--- src/rtl/rxq_pkg.sv ---
package rxq_pkg;

  typedef enum logic [1:0] {
    K_FRAME = 2'd0,
    K_WAKE  = 2'd1,
    K_CAS   = 2'd2
  } rxq_kind_e;

  localparam int ID_W        = 11;
  localparam int HDR_W       = 29;
  localparam int HDR_ID_LSB  = 13;
  localparam int HDR_SU_BIT  = 24;
  localparam int SRC_W       = 5;

  // status bit positions
  localparam int ST_WAKE  = 0;
  localparam int ST_CAS   = 1;
  localparam int ST_FRAME = 2;
  localparam int ST_CHA   = 3;
  localparam int ST_CHB   = 4;
  localparam int ST_ERR   = 5;

  // register word addresses
  localparam logic [3:0] RA_STATUS  = 4'd0;
  localparam logic [3:0] RA_HDR     = 4'd1;
  localparam logic [3:0] RA_TS_LO   = 4'd2;
  localparam logic [3:0] RA_TS_HI   = 4'd3;
  localparam logic [3:0] RA_PAYLOAD = 4'd4;
  localparam logic [3:0] RA_INDEX   = 4'd5;
  localparam logic [3:0] RA_ACK     = 4'd6;
  localparam logic [3:0] RA_COUNT   = 4'd7;
  localparam logic [3:0] RA_FILT    = 4'd8;
  localparam logic [3:0] RA_MASK    = 4'd9;
  localparam logic [3:0] RA_SRC     = 4'd10;
  localparam logic [3:0] RA_IRQ     = 4'd11;

  typedef struct packed {
    logic [5:0]       status;
    logic [HDR_W-1:0] hdr;
    logic [63:0]      ts;
  } rxq_meta_t;

endpackage

--- src/rtl/rxq_sdp_ram.sv ---
module rxq_sdp_ram #(
  parameter int W  = 32,
  parameter int D  = 16,
  parameter int AW = 4
) (
  input  logic          clk,
  input  logic          we,
  input  logic [AW-1:0] waddr,
  input  logic [W-1:0]  wdata,
  input  logic [AW-1:0] raddr,
  output logic [W-1:0]  rdata
);

  logic [W-1:0] mem [D];

  always_ff @(posedge clk) begin
    if (we) mem[waddr] <= wdata;
    rdata <= mem[raddr];
  end

endmodule

--- src/rtl/rxq_accept.sv ---
module rxq_accept
  import rxq_pkg::*;
(
  input  logic [1:0]       kind,
  input  logic             ch_a,
  input  logic             ch_b,
  input  logic [ID_W-1:0]  id,
  input  logic             startup,
  input  logic [ID_W-1:0]  filt,
  input  logic [ID_W-1:0]  mask,
  input  logic [SRC_W-1:0] src,
  output logic             hit
);

  logic chan_ok, id_ok, frame_ok, is_frame, is_sym;

  always_comb begin
    is_frame = (kind == K_FRAME);
    is_sym   = (kind == K_WAKE) || (kind == K_CAS);
    chan_ok  = (src[0] && ch_a) || (src[1] && ch_b);
    id_ok    = (((id ^ filt) & ~mask) == '0);
    frame_ok = id_ok && (src[3] || (src[4] && startup));
    hit      = chan_ok && ((is_frame && frame_ok) || (is_sym && src[2]));
  end

endmodule

--- src/rtl/rxq_capture.sv ---
module rxq_capture
  import rxq_pkg::*;
#(
  parameter int MAX_BYTES = 16,
  parameter int PTR_W     = 2,
  parameter int WORDS     = 4,
  parameter int WIDX_W    = 2,
  parameter int AW        = 4
) (
  input  logic             clk,
  input  logic             rst,
  input  logic             start,
  input  logic [1:0]       kind,
  input  logic             ch_a,
  input  logic             ch_b,
  input  logic [HDR_W-1:0] hdr,
  input  logic [63:0]      ts,
  input  logic             byte_vld,
  input  logic [7:0]       byte_in,
  input  logic             fin,
  input  logic             err,
  input  logic             hit,
  input  logic             full,
  input  logic [PTR_W-1:0] slot,
  output logic             pl_we,
  output logic [AW-1:0]    pl_waddr,
  output logic [31:0]      pl_wdata,
  output logic             meta_we,
  output rxq_meta_t        meta_wdata,
  output logic             commit,
  output logic             drop
);

  localparam int BC_W = $clog2(MAX_BYTES + 1);

  logic              active_q, pend_q;
  logic [BC_W-1:0]   bcnt_q;
  logic [31:0]       acc_q, acc_new;
  rxq_meta_t         meta_q;
  logic [1:0]        lane;
  logic              take;
  logic [WIDX_W-1:0] widx;

  always_comb begin
    lane     = 2'(bcnt_q);
    take     = active_q && byte_vld && (bcnt_q < BC_W'(MAX_BYTES));
    acc_new  = acc_q | ({24'd0, byte_in} << (8 * lane));
    widx     = WIDX_W'(bcnt_q >> 2);
    commit   = fin && active_q;
    pl_we    = (take && lane == 2'd3) || (commit && pend_q);
    pl_wdata = take ? acc_new : acc_q;
    pl_waddr = AW'(slot) * AW'(WORDS) + AW'(widx);
    meta_we  = commit;
    meta_wdata = meta_q;
    meta_wdata.status[ST_ERR] = err;
    drop     = start && hit && full;
  end

  always_ff @(posedge clk) begin
    if (rst) begin
      active_q <= 1'b0;
      pend_q   <= 1'b0;
      bcnt_q   <= '0;
      acc_q    <= '0;
      meta_q   <= '0;
    end else if (start) begin
      active_q <= hit && !full;
      pend_q   <= 1'b0;
      bcnt_q   <= '0;
      acc_q    <= '0;
      meta_q.status <= {1'b0, ch_b, ch_a, kind == K_FRAME, kind == K_CAS, kind == K_WAKE};
      meta_q.hdr    <= hdr;
      meta_q.ts     <= ts;
    end else begin
      if (take) begin
        bcnt_q <= bcnt_q + 1'b1;
        if (lane == 2'd3) begin
          acc_q  <= '0;
          pend_q <= 1'b0;
        end else begin
          acc_q  <= acc_new;
          pend_q <= 1'b1;
        end
      end
      if (commit) active_q <= 1'b0;
    end
  end

  // payload writes stay inside the slot's word range
  a_r7_word_in_slot: assert property (@(posedge clk) disable iff (rst)
    pl_we |-> (int'(widx) < WORDS));

  // a dropped event never leaves a capture open
  a_r8_drop_no_capture: assert property (@(posedge clk) disable iff (rst)
    drop |=> !active_q);

endmodule

--- src/rtl/rx_msg_fifo.sv ---
module rx_msg_fifo
  import rxq_pkg::*;
#(
  parameter int DEPTH     = 4,
  parameter int MAX_BYTES = 16
) (
  input  logic        clk,
  input  logic        rst,
  input  logic        cap_start,
  input  logic [1:0]  cap_kind,
  input  logic        cap_ch_a,
  input  logic        cap_ch_b,
  input  logic [28:0] cap_hdr,
  input  logic [63:0] cap_ts,
  input  logic        cap_byte_vld,
  input  logic [7:0]  cap_byte,
  input  logic        cap_end,
  input  logic        cap_err,
  input  logic [3:0]  bus_addr,
  input  logic        bus_wr,
  input  logic        bus_rd,
  input  logic [31:0] bus_wdata,
  output logic [31:0] bus_rdata,
  output logic        irq
);

  localparam int PTR_W  = $clog2(DEPTH);
  localparam int CNT_W  = $clog2(DEPTH + 1);
  localparam int WORDS  = (MAX_BYTES + 3) / 4;
  localparam int WIDX_W = (WORDS > 1) ? $clog2(WORDS) : 1;
  localparam int AW     = $clog2(DEPTH * WORDS);
  localparam int MW     = $bits(rxq_meta_t);

  logic [ID_W-1:0]   filt_q, mask_q;
  logic [SRC_W-1:0]  src_q;
  logic [1:0]        irq_en_q;
  logic              lost_q, irq_q;
  logic [WIDX_W-1:0] idx_q;
  logic [PTR_W-1:0]  rd_ptr_q, wr_ptr_q;
  logic [CNT_W-1:0]  count_q;
  logic [31:0]       rdata_q;

  logic              hit, full, empty, ack, idx_ok;
  logic              pl_we, meta_we, commit, drop;
  logic [AW-1:0]     pl_waddr, pl_raddr;
  logic [31:0]       pl_wdata, pl_q;
  rxq_meta_t         meta_wdata, meta_q;
  logic [20:0]       unused_wdata;

  assign unused_wdata = bus_wdata[31:11];

  function automatic logic [PTR_W-1:0] ptr_inc(input logic [PTR_W-1:0] p);
    return (p == PTR_W'(DEPTH - 1)) ? '0 : p + 1'b1;
  endfunction

  always_comb begin
    full     = (count_q == CNT_W'(DEPTH));
    empty    = (count_q == '0);
    ack      = bus_wr && (bus_addr == RA_ACK) && !empty;
    idx_ok   = (int'(idx_q) < WORDS);
    pl_raddr = AW'(rd_ptr_q) * AW'(WORDS) + (idx_ok ? AW'(idx_q) : '0);
  end

  rxq_accept u_accept (
    .kind    (cap_kind),
    .ch_a    (cap_ch_a),
    .ch_b    (cap_ch_b),
    .id      (cap_hdr[HDR_ID_LSB +: ID_W]),
    .startup (cap_hdr[HDR_SU_BIT]),
    .filt    (filt_q),
    .mask    (mask_q),
    .src     (src_q),
    .hit     (hit)
  );

  rxq_capture #(
    .MAX_BYTES (MAX_BYTES),
    .PTR_W     (PTR_W),
    .WORDS     (WORDS),
    .WIDX_W    (WIDX_W),
    .AW        (AW)
  ) u_capture (
    .clk        (clk),
    .rst        (rst),
    .start      (cap_start),
    .kind       (cap_kind),
    .ch_a       (cap_ch_a),
    .ch_b       (cap_ch_b),
    .hdr        (cap_hdr),
    .ts         (cap_ts),
    .byte_vld   (cap_byte_vld),
    .byte_in    (cap_byte),
    .fin        (cap_end),
    .err        (cap_err),
    .hit        (hit),
    .full       (full),
    .slot       (wr_ptr_q),
    .pl_we      (pl_we),
    .pl_waddr   (pl_waddr),
    .pl_wdata   (pl_wdata),
    .meta_we    (meta_we),
    .meta_wdata (meta_wdata),
    .commit     (commit),
    .drop       (drop)
  );

  rxq_sdp_ram #(.W(32), .D(DEPTH * WORDS), .AW(AW)) u_pl_ram (
    .clk   (clk),
    .we    (pl_we),
    .waddr (pl_waddr),
    .wdata (pl_wdata),
    .raddr (pl_raddr),
    .rdata (pl_q)
  );

  rxq_sdp_ram #(.W(MW), .D(DEPTH), .AW(PTR_W)) u_meta_ram (
    .clk   (clk),
    .we    (meta_we),
    .waddr (wr_ptr_q),
    .wdata (meta_wdata),
    .raddr (rd_ptr_q),
    .rdata (meta_q)
  );

  // pointers and occupancy
  always_ff @(posedge clk) begin
    if (rst) begin
      rd_ptr_q <= '0;
      wr_ptr_q <= '0;
      count_q  <= '0;
    end else begin
      if (commit) wr_ptr_q <= ptr_inc(wr_ptr_q);
      if (ack)    rd_ptr_q <= ptr_inc(rd_ptr_q);
      case ({commit, ack})
        2'b10:   count_q <= count_q + 1'b1;
        2'b01:   count_q <= count_q - 1'b1;
        default: count_q <= count_q;
      endcase
    end
  end

  // configuration registers and flags
  always_ff @(posedge clk) begin
    if (rst) begin
      filt_q   <= '0;
      mask_q   <= '0;
      src_q    <= '0;
      irq_en_q <= '0;
      idx_q    <= '0;
      lost_q   <= 1'b0;
      irq_q    <= 1'b0;
    end else begin
      if (bus_wr) begin
        case (bus_addr)
          RA_FILT:  filt_q   <= bus_wdata[ID_W-1:0];
          RA_MASK:  mask_q   <= bus_wdata[ID_W-1:0];
          RA_SRC:   src_q    <= bus_wdata[SRC_W-1:0];
          RA_IRQ:   irq_en_q <= bus_wdata[1:0];
          RA_INDEX: idx_q    <= WIDX_W'(bus_wdata);
          default:  ;
        endcase
      end
      if (drop)
        lost_q <= 1'b1;
      else if (bus_rd && bus_addr == RA_IRQ)
        lost_q <= 1'b0;
      irq_q <= (irq_en_q[0] && !empty) ||
               (irq_en_q[1] && (count_q >= CNT_W'(DEPTH - 1)));
    end
  end

  // registered read port
  always_ff @(posedge clk) begin
    if (rst) begin
      rdata_q <= '0;
    end else if (bus_rd) begin
      case (bus_addr)
        RA_STATUS:  rdata_q <= empty ? 32'd0 : 32'(meta_q.status);
        RA_HDR:     rdata_q <= empty ? 32'd0 : 32'(meta_q.hdr);
        RA_TS_LO:   rdata_q <= empty ? 32'd0 : meta_q.ts[31:0];
        RA_TS_HI:   rdata_q <= empty ? 32'd0 : meta_q.ts[63:32];
        RA_PAYLOAD: rdata_q <= (empty || !idx_ok) ? 32'd0 : pl_q;
        RA_INDEX:   rdata_q <= 32'(idx_q);
        RA_COUNT:   rdata_q <= 32'(count_q);
        RA_FILT:    rdata_q <= 32'(filt_q);
        RA_MASK:    rdata_q <= 32'(mask_q);
        RA_SRC:     rdata_q <= 32'(src_q);
        RA_IRQ:     rdata_q <= {lost_q, 29'd0, irq_en_q};
        default:    rdata_q <= 32'd0;
      endcase
    end
  end

  assign bus_rdata = rdata_q;
  assign irq       = irq_q;

  // occupancy never exceeds the slot count
  a_r4_count_bound: assert property (@(posedge clk) disable iff (rst)
    count_q <= CNT_W'(DEPTH));

  // acknowledge on an empty buffer leaves it empty
  a_r4_ack_empty_hold: assert property (@(posedge clk) disable iff (rst)
    (bus_wr && bus_addr == RA_ACK && empty && !commit) |=> (count_q == '0));

  // a dropped event raises the lost flag
  a_r8_lost_on_drop: assert property (@(posedge clk) disable iff (rst)
    drop |=> lost_q);

  // a full buffer never accepts another stored message
  a_r8_full_no_commit: assert property (@(posedge clk) disable iff (rst)
    (full && !ack) |=> (count_q == CNT_W'(DEPTH)));

  // with both enables held off the interrupt stays low
  a_r9_irq_off: assert property (@(posedge clk) disable iff (rst)
    (irq_en_q == 2'b00 && $past(irq_en_q) == 2'b00) |-> !irq_q);

endmodule

--- config.mk ---
export PLATFORM = sky130hd
export DESIGN_NAME = rx_msg_fifo
export DESIGN_NICKNAME = d
export VERILOG_FILES = /design/src/rtl/rxq_pkg.sv /design/src/rtl/rxq_sdp_ram.sv /design/src/rtl/rxq_accept.sv /design/src/rtl/rxq_capture.sv /design/src/rtl/rx_msg_fifo.sv
export SDC_FILE = /design/constraint.sdc
export NUM_CORES = 1
export LEC_CHECK = 0
export BUFFER_PORTS_ARGS = -buffer_cell sky130_fd_sc_hd__buf_4
export CAP_MARGIN = 10
export CORE_MARGIN = 2
export CORE_UTILIZATION = 35
export DETAILED_ROUTE_END_ITERATION = 8
export GPL_TIMING_DRIVEN = 1
export SETUP_SLACK_MARGIN = 0.4
export SLEW_MARGIN = 40
export SYNTH_ARGS = -nofsm -noshare
export SYNTH_HDL_FRONTEND = slang
export SYNTH_HIERARCHICAL = 1
export SYNTH_SLANG_ARGS = --single-unit
--- constraint.sdc ---
create_clock -name clk -period 18.2 [get_ports clk]
set_input_delay 0.91 -clock clk [delete_from_list [all_inputs] [get_ports clk]]
set_output_delay 0.91 -clock clk [all_outputs]
set_load 0.02 [all_outputs]
# Word-level counts from Yosys, hierarchy flattened
# Memory sizes are Yosys's and may differ from the RTL's. A register that Yosys moved wholly into a read port is not among the register bits.
# Index checks and enable logic that the tools add are counted.
[totals]
ramBits = 908
mem_count = 2
elab_cells = 114
input_bits = 149
reg_bits = 209
output_inout_bits = 33
[mem_list]
columns = ["memory", "words", "word_bits", "read_ports", "rd_clocked_by_memory_dff", "write_ports", "line_no", "rtl"]
rows = [
  ["u_pl_ram.mem", 16, 32, 1, 1, 1, "rxq_sdp_ram.sv:14", "logic [W-1:0] mem [D];"],
  ["u_meta_ram.mem", 4, 99, 1, 1, 1, "rxq_sdp_ram.sv:14", ""],
]
[op_classes]
reduce_logical = 41
n_lt_le_gt_ge = 2
n_eq_ne = 19
addsub = 7
mux = 20
shifts = 1
n_bitwise = 4
[ops]
columns = ["op", "count"]
rows = [
  ["32-bit case mux with 11 select lines", 1],
  ["32-bit 2-to-1 mux", 5],
  ["32-bit OR", 1],
  ["8-bit by 5-bit << shifter with 32-bit output", 1],
  ["29-bit 2-to-1 mux", 1],
  ["1-bit logical AND", 20],
  ["4-bit by 3-bit equality test with 1-bit output, second input constant", 4],
  ["4-bit equality test, second input constant", 4],
  ["11-bit AND", 1],
  ["11-bit logical NOT", 1],
  ["11-bit NOT", 1],
  ["11-bit XOR", 1],
  ["2-bit equality test, second input constant", 5],
  ["2-bit AND reduction", 5],
  ["1-bit 2-to-1 mux", 9],
  ["4-bit by 2-bit adder with 4-bit output", 2],
  ["4-bit by 2-bit equality test with 1-bit output, second input constant", 2],
  ["1-bit logical OR", 6],
  ["6-bit 2-to-1 mux", 1],
  ["3-bit case mux with 2 select lines", 1],
  ["2-bit nonzero test", 3],
  ["5-bit by 1-bit adder with 5-bit output, second input constant", 1],
  ["5-bit < comparator, second input constant", 1],
  ["2-bit by 1-bit adder with 2-bit output, second input constant", 2],
  ["other kinds (12)", 15],
]

# Depth between registers and ports, before layout
# Gate-level depths: netlist of the first run.
[depth]
word_depth = 10
depth_mapped = 9
ltp_nobuf = 9

# Cells and area by module
# The synthesis of the first run kept the hierarchy.
[by_module_without_submodules]
columns = ["module", "area_per_inst_um2", "n_inst", "seq_area_each_um2", "cells_each"]
rows = [
  ["rxq_sdp_ram at u_pl_ram", 19835.3, 1, 16015.4, 838],
  ["rxq_sdp_ram at u_meta_ram", 16263.1, 1, 13873.3, 620],
  ["rxq_capture", 4966.0, 1, 2742.6, 504],
  ["rx_msg_fifo", 4050.1, 1, 1441.4, 472],
  ["rxq_accept", 193.9, 1, 0.0, 26],
]

# Worst setup path after synthesis of the first run
# Ideal clock, no wire load.
[synth_timing]
path_kind = "input port to flip-flop"
from = "input cap_end"
to = "memory u_meta_ram/mem[0][0] (netlist bit) (enable)"
t_arrival_ns = 8.386
required_time_ns = 17.502
slack_ns = 9.116
n_path_buf = 1
cell_stages = 3
setup_time_ns = 0.698
path_cell_list = "and2_1 -> buf_4 -> nor3b_1"
[synth_via]
elab_chain_cells = 3
[synth_rtl]
columns = ["element", "line_no", "rtl"]
rows = [
  ["start: declaration", "rx_msg_fifo.sv:17", "input logic cap_end,"],
  ["1-bit logical AND", "rxq_capture.sv:49", "commit = fin && active_q;"],
  ["net meta_we", "rx_msg_fifo.sv:44", "logic pl_we, meta_we, commit, drop;"],
  ["1-bit 2-to-1 mux", "rxq_sdp_ram.sv:17", "if (we) mem[waddr] <= wdata;"],
  ["1-bit 2-to-1 mux (not written as such)", "rxq_sdp_ram.sv:17", ""],
  ["end: declaration", "rxq_sdp_ram.sv:14", ""],
]
# The timed path passes the listed nets, and every way through them passes these cells.

# Worst setup path after layout of the first run
[layout_timing]
from = "register u_capture.bcnt_q[1]"
to = "memory u_pl_ram.mem[12][4], in the netlist u_pl_ram/mem[3][4] (enable)"
[layout_via]
elab_chain_cells = 6
word_cells_on_any_way = 7
classes_between = "1 x order compare; 1 x eq/ne; 2 x mux; 3 x reduce/logical"
[layout_rtl]
columns = ["element", "line_no", "rtl"]
rows = [
  ["start: declaration", "rxq_capture.sv:37", "logic [BC_W-1:0] bcnt_q;"],
  ["start signal: assignment", "rxq_capture.sv:76", "bcnt_q <= bcnt_q + 1'b1;"],
  ["5-bit < comparator", "rxq_capture.sv:46", "take = active_q && byte_vld && (bcnt_q < BC_W'(MAX_BYTES));"],
  ["1-bit logical AND", "rxq_capture.sv:46", ""],
  ["1-bit logical AND (*)", "rxq_capture.sv:50", "pl_we = (take && lane == 2'd3) || (commit && pend_q);"],
  ["1-bit logical OR (*)", "rxq_capture.sv:50", ""],
  ["net pl_we", "rx_msg_fifo.sv:44", ""],
  ["1-bit 2-to-1 mux (*)", "rxq_sdp_ram.sv:17", ""],
  ["1-bit 2-to-1 mux (not written as such) (*)", "rxq_sdp_ram.sv:17", ""],
  ["end: declaration", "rxq_sdp_ram.sv:14", ""],
]
# Mark *: on every way through the listed nets, which the timed path passes. The rest lies on a longest branch.

==> results of run 1 <==
synth_stat cells, types with 13 or more instances:
cell type,count
mux2i_1,143
mux4_2,227
dfxtp_1,340
a21oi_1,19
buf_2,43
edfxtp_1,908
nor2_1,221
a221oi_1,17
o21ai_1,22
nand2_1,78
inv_1,42
buf_1,13
a22oi_1,97
a31oi_1,35
clkbuf_1,48
nor3_1,13
buf_4,29
cell type report:
class | instances | area [um2] | share of cell area
Antenna cell | 2 | 5.00 | 0.0000945
Clock buffer | 168 | 3450 | 0.0652
Clock inverter | 61 | 811 | 0.0153
Inverter | 42 | 158 | 0.00298
Multi-Input combinational cell | 1025 | 10400 | 0.197
Sequential cell | 1248 | 34100 | 0.644
Tap cell | 1742 | 2180 | 0.0412
Timing Repair Buffer | 218 | 1830 | 0.0346
worst max-delay path by stage:
stage                         from                     to  slack (ns)  cells after the start
2_1_floorplan              cap_end   u_meta_ram/mem[0][0]        9.12                      3
6_report       u_capture/bcnt_q[1]     u_pl_ram/mem[3][4]       14.84                      6
3_3_place_gp               cap_end  u_meta_ram/mem[0][34]       14.55                      5
3_5_place_dp           bus_addr[1]             count_q[2]       14.57                     10
4_1_cts        u_capture/bcnt_q[1]     u_pl_ram/mem[3][4]       14.86                      6
5_1_grt        u_capture/bcnt_q[1]    u_pl_ram/mem[1][26]       14.74                      6
routing by layer:
metal / share of wire / vias to the layer above / wire, um / track usage
li1: - / 10000 / - / -
met5: 0.00031 / - / 34 / 0
met3: 0.057 / 152 / 6210 / 0.0236
met4: 0.023 / 6 / 2460 / 0.0473
met1: 0.42 / 12100 / 45700 / 0.220
met2: 0.50 / 713 / 53900 / 0.269
stage by stage:
step	utilization	cell area (um2)	power [mW]	hold slack, ns	setup WS (ns)
finish	0.411	53000	5.80	0.415	14.84
global route	0.411	53000	5.96	0.397	14.74
CTS	0.410	52900	5.85	0.381	14.86
detailed placement	0.377	48600	3.23	0.447	14.57
global placement	0.375	48400	3.23	0.449	14.55
floorplan	-	45300	3.18	0.439	9.12
cells by family after synthesis:
logic type / share of synthesized area
buffers and inverters: 0.0212
xor gates and xnor gates: 0.00290
adders and majority gates: 0.00204
muxes: 0.147
and+or+nand+nor: 0.0372
DFF: 0.752
AOI/OAI and AO/OA: 0.0379
flip-flops by register name, summed over array words and instances (netlist names), 2 cells and up:
register / cells
src_q: 5
mask_q: 11
bus_rdata: 32
irq_en_q: 2
wr_ptr_q: 2
u_pl_ram/mem: 512
count_q: 3
idx_q: 2
rd_ptr_q: 2
u_meta_ram/mem: 396
filt_q: 11
u_capture/meta_wdata: 98
u_capture/acc_q: 32
u_pl_ram/rdata: 32
u_capture/bcnt_q: 5
u_meta_ram/rdata: 99
report_power, final:
| group | switching (mW) | internal [mW] |
|---|---|---|
| Clock | 1.05 | 1.58 |
| Combinational | 0.0644 | 0.0481 |
| Sequential | 0.0180 | 3.04 |
| Total | 1.14 | 4.67 |
==> results.ini, run 1 <==
[global_route]
grtUsageTotal = 0.161
antenna_found_initial = 8
grt_pass1_vias = 23500
grt_max_degree = 68
gr-total-overflow = 0
grt_pass1_wl_um = 158000

[yosys]
synth_seq_cells = 1248
synth_area_per_cell_um2 = 18.4
ys_warn_count = 6
async_reset_ff_frac = 0
syn_nets = 2615
postSynthCellCount = 2460
synth_top_area_frac = 0.602
synth_ff_type = edfxtp_1
synth.distinct_cells = 67
yosysTopAreaCell = edfxtp_1
synth_edf_count = 908
ys_top_cells_by_area = edfxtp_1 (60%), dfxtp_1 (15%), mux4_2 (11%)
syn_area_um2 = 45300
yosysSeqAreaShare = 0.752

[clock_network]
cts_tree = done
cts_resized = 0
cts.sinks = 1248
ctsHtreeMaxLevel = 3
numCtsBuffers = 121
insertion_delay_ns = 0.71
cts_hold_buf = 0
path_clk_slew_ns = 0.06
post-cts-setup-buffers = 0
clock_path_buffers = 3
cts_root_buf = clkbuf_16

[timing]
fmax_mhz = 298
max_slew_margin = 0.438
slew_violations = 0
finalCriticalPeriod_ns = 3.36
setup_viol = 0
fin_crit_sh = 0.184
worst-slew-pin-transition_ns = 0.843
hold_viol_final = 0
rsz0062_at_grt = false
tns_ns = 0
skew_ns = 0.0552

[pwr]
cellPowerDensity_nw_per_um2 = 110
vdd_drop_max_uv = 82.6
cellLeakagePower_nw = 17.6

[setup_path]
crit_buf_inv = 1
rrSetupSlack_ns = 14.84
reg2reg_from = u_capture/bcnt_q[1]
crit_path_start_kind = flop
crit_path_end_kind = flop
r2r_cells = 6
reg2reg_to = u_pl_ram/mem[3][4]
critPathSlowestCell = dfxtp_1
slowest_delay_ns = 0.66
crit_family = simple AND/OR/NAND/NOR gates
crit_type = flop to flop
critPathRequiredTime_ns = 18.51
path_cells = ha_1, nand4b_1, nand2_1, or3b_2, nor2_4, buf_4
cp_max_fo = 20
worst-endpoint-arrival_ns = 3.67

[cells_and_area]
nNetsFinal = 2811
final_cell_mix = edfxtp_1 (908), dfxtp_1 (336), mux4_2 (227)
area_growth_pct = 16.9
nFillCells = 11400
instances_no_fill = 4506
drive_gt1_frac = 0.251
final_common_cell = edfxtp_1

[floorplanning]
fp-row-count = 132
pin_count = 182
die_width_um = 364
die_y_um = 364
core_area_um2 = 129000
start_util = 0.351
die_area_um2 = 132000

[flow_run]
drv_cap = 0

[outcome]
status = completed

[routing]
drt_pass1_iterations = 5
drt_drc_violations_left = 0
drt-total-wl_um = 108000
via_per_inst = 5.11
ant_nets = 0
dr.first_iter.drc_count = 1992
wl_per_cell_um = 24.0
dr_total_vias = 23000

[worst_hold_path]
whs_endpoint = u_meta_ram/mem[1][98]
hold_depth = 1
hp-class = input pin to flop
hp-start = cap_err

[place]
gp_congestion = 0.807
place_inst = 4272
hpwl_um = 65900
port_buffers = 160

Note: power is estimated with default switching activity, not from simulation.
==> inputs of run 2 (changes only) <==
==> constraint.sdc (replaced) <==
create_clock -name clk -period 3 [get_ports clk]
set_input_delay 0.15 -clock clk [delete_from_list [all_inputs] [get_ports clk]]
set_output_delay 0.15 -clock clk [all_outputs]
set_load 0.02 [all_outputs]
==> run 2 against run 1 <==
Core utilization is 1.3 points higher. Worst setup slack worse by 14 ns. Sequential power grew to 6.1 times the previous value. Critical path depth stayed put. Flip-flop and latch count stayed put. Final cell count is 3.8% higher. Count of clock-buffer cells in the layout stayed put. Global-route usage is 0.27 points higher. Register-to-register slack worse by 14 ns. Sequential share of layout area is 2.0 points lower. Wire length is 1.5% higher. Critical path type unchanged. Largest cell class unchanged. Largest power group unchanged. Highest routed layer unchanged.
==> results.ini, run 2 (synthesized netlist as in run 1, its figures left out) <==
[outcome]
status = completed

[cells_and_area]
drive_gt1_frac = 0.239
regArea_um2 = 34100
final_common_cell = edfxtp_1
final_cell_mix = edfxtp_1 (908), dfxtp_1 (335), mux4_2 (227)
nFillCells = 11200
multi_input_area_um2 = 10500
largestRegisters = u_pl_ram/mem: 512 flops, u_meta_ram/mem: 396 flops, u_meta_ram/rdata: 99 flops
nNetsFinal = 2981
largest_reg_flops = 512
final_area_um2 = 54600
area_growth_pct = 20.6
top_register = u_pl_ram/mem

[setup_path]
crit_type = flop to flop
path_cells = ha_1, nand4b_1, nand2_1, or3b_2, nor2_4, buf_4
crit_path_end_kind = flop
critPathSlowestCell = or3b_2
crit_family = simple AND/OR/NAND/NOR gates
crit_buf_inv = 1
critPathRequiredTime_ns = 3.37
slowest_delay_ns = 0.59
cp_max_fo = 17
crit_path_start_kind = flop
worst-endpoint-arrival_ns = 2.79

[floorplanning]
core_area_um2 = 129000
pin_count = 182
fp-row-count = 132
die_y_um = 364
die_width_um = 364
die_area_um2 = 132000
start_util = 0.351

[routing]
wl_per_cell_um = 23.5
drt_pass1_iterations = 5
via_per_inst = 5.05
dr_wl_met3_um = 6530
wl_met1_um = 46700
route.met2.wl_um = 53300
ant_nets = 0
dr.first_iter.drc_count = 2130
drt_drc_violations_left = 0
drt-total-wl_um = 110000
routed.top_layer = met5
dr_total_vias = 23600

[global_route]
grtUsageTotal = 0.164
grt_max_degree = 100
grt_pass1_vias = 24300
gr-total-overflow = 0
grt_pass1_wl_um = 160000
antenna_found_initial = 13

[timing]
slew_violations = 0
hold_viol_final = 0
max_slew_margin = 0.427
rsz0062_at_grt = false
whs_ns = 0.0623
tns_ns = 0
fmax_mhz = 412
skew_ns = 0.0265
worst-slew-pin-transition_ns = 0.860
finalCriticalPeriod_ns = 2.42
fin_crit_sh = 0.808
setup_viol = 0

[clock_network]
ctsHtreeMaxLevel = 3
numCtsBuffers = 118
cts_resized = 0
clock_path_buffers = 3
cts.sinks = 1248
cts_tree = done
cts_root_buf = clkbuf_16
insertion_delay_ns = 0.71
path_clk_slew_ns = 0.07

[pwr]
clkPwrFrac = 0.439
vdd_drop_max_uv = 507
switchingPower_mw = 6.92
internal_power_mw = 27.7
seq_power_share = 0.536
cellPowerDensity_nw_per_um2 = 634
cellLeakagePower_nw = 18.8
p_sw_frac = 0.200
combinationalPowerShare = 0.025

[place]
postPlaceCellArea_um2 = 49000
gp_congestion = 0.846
port_buffers = 160
hpwl_um = 67500

[worst_hold_path]
hp-class = input pin to flop

[flow_run]
drv_cap = 0

## run 2: path summary, 6_finish.rpt
check,endpoint,cells after the start,slack (ns),from
setup reg to reg,u_pl_ram/mem[3][19],6,0.58,u_capture/bcnt_q[0]
setup / recovery,u_pl_ram/mem[3][19],6,0.58,u_capture/bcnt_q[0]
hold reg to reg,bus_rdata[22],2,0.47,bus_rdata[22]
hold / removal,bus_rdata[1],4,0.06,bus_addr[2]
## run 2: metal layers
metal | track usage | up-vias
met5 | 0 | -
met4 | 0.0596 | 10
met3 | 0.0317 | 189
met2 | 0.266 | 693
met1 | 0.220 | 12300
li1 | - | 10400
## run 2: power groups by stage
stage | clock (mW) | sequential [mW] | combinational, mW
floorplan | 0 | 18.9 | 0.393
global placement | 0 | 18.9 | 0.683
detailed placement | 0 | 18.9 | 0.696
CTS | 15.5 | 18.6 | 0.877
global route | 16.1 | 18.6 | 0.933
finish | 15.2 | 18.6 | 0.877
## run 2: area by class of cell
cell class	count	area share
diodes	7	0.000321
clock buffers	168	0.0610
clock inverters	56	0.0128
inverters	42	0.00289
multi-input cells	1025	0.191
flip-flops and latches	1248	0.624
well taps	1742	0.0399
repair buffers	391	0.0676
## run 2: through the flow
stage	total power, mW	setup slack, ns	cells	util
detailed placement	19.6	0.585	4289	0.380
global placement	19.6	0.553	4289	0.380
global route	35.6	0.403	4677	0.423
floorplan	19.3	-0.553	2460	-
CTS	34.9	0.568	4661	0.423
finish	34.6	0.576	4679	0.424
## run 2: worst register-to-register path: cells and delay by family (launching register included)
family	cells	cell delay, ns
adders and majority gates	1	0.22
DFF	1	0.44
and+or+nand+nor	4	1.07
buffers and inverters	1	0.34
## run 2: what timing repair did
action / in CTS / in global routing
hold endpoints to repair: 191 / 0
buffers inserted: 0 / 10
hold buffers: 148 / 0
setup endpoints to repair: 0 / 52
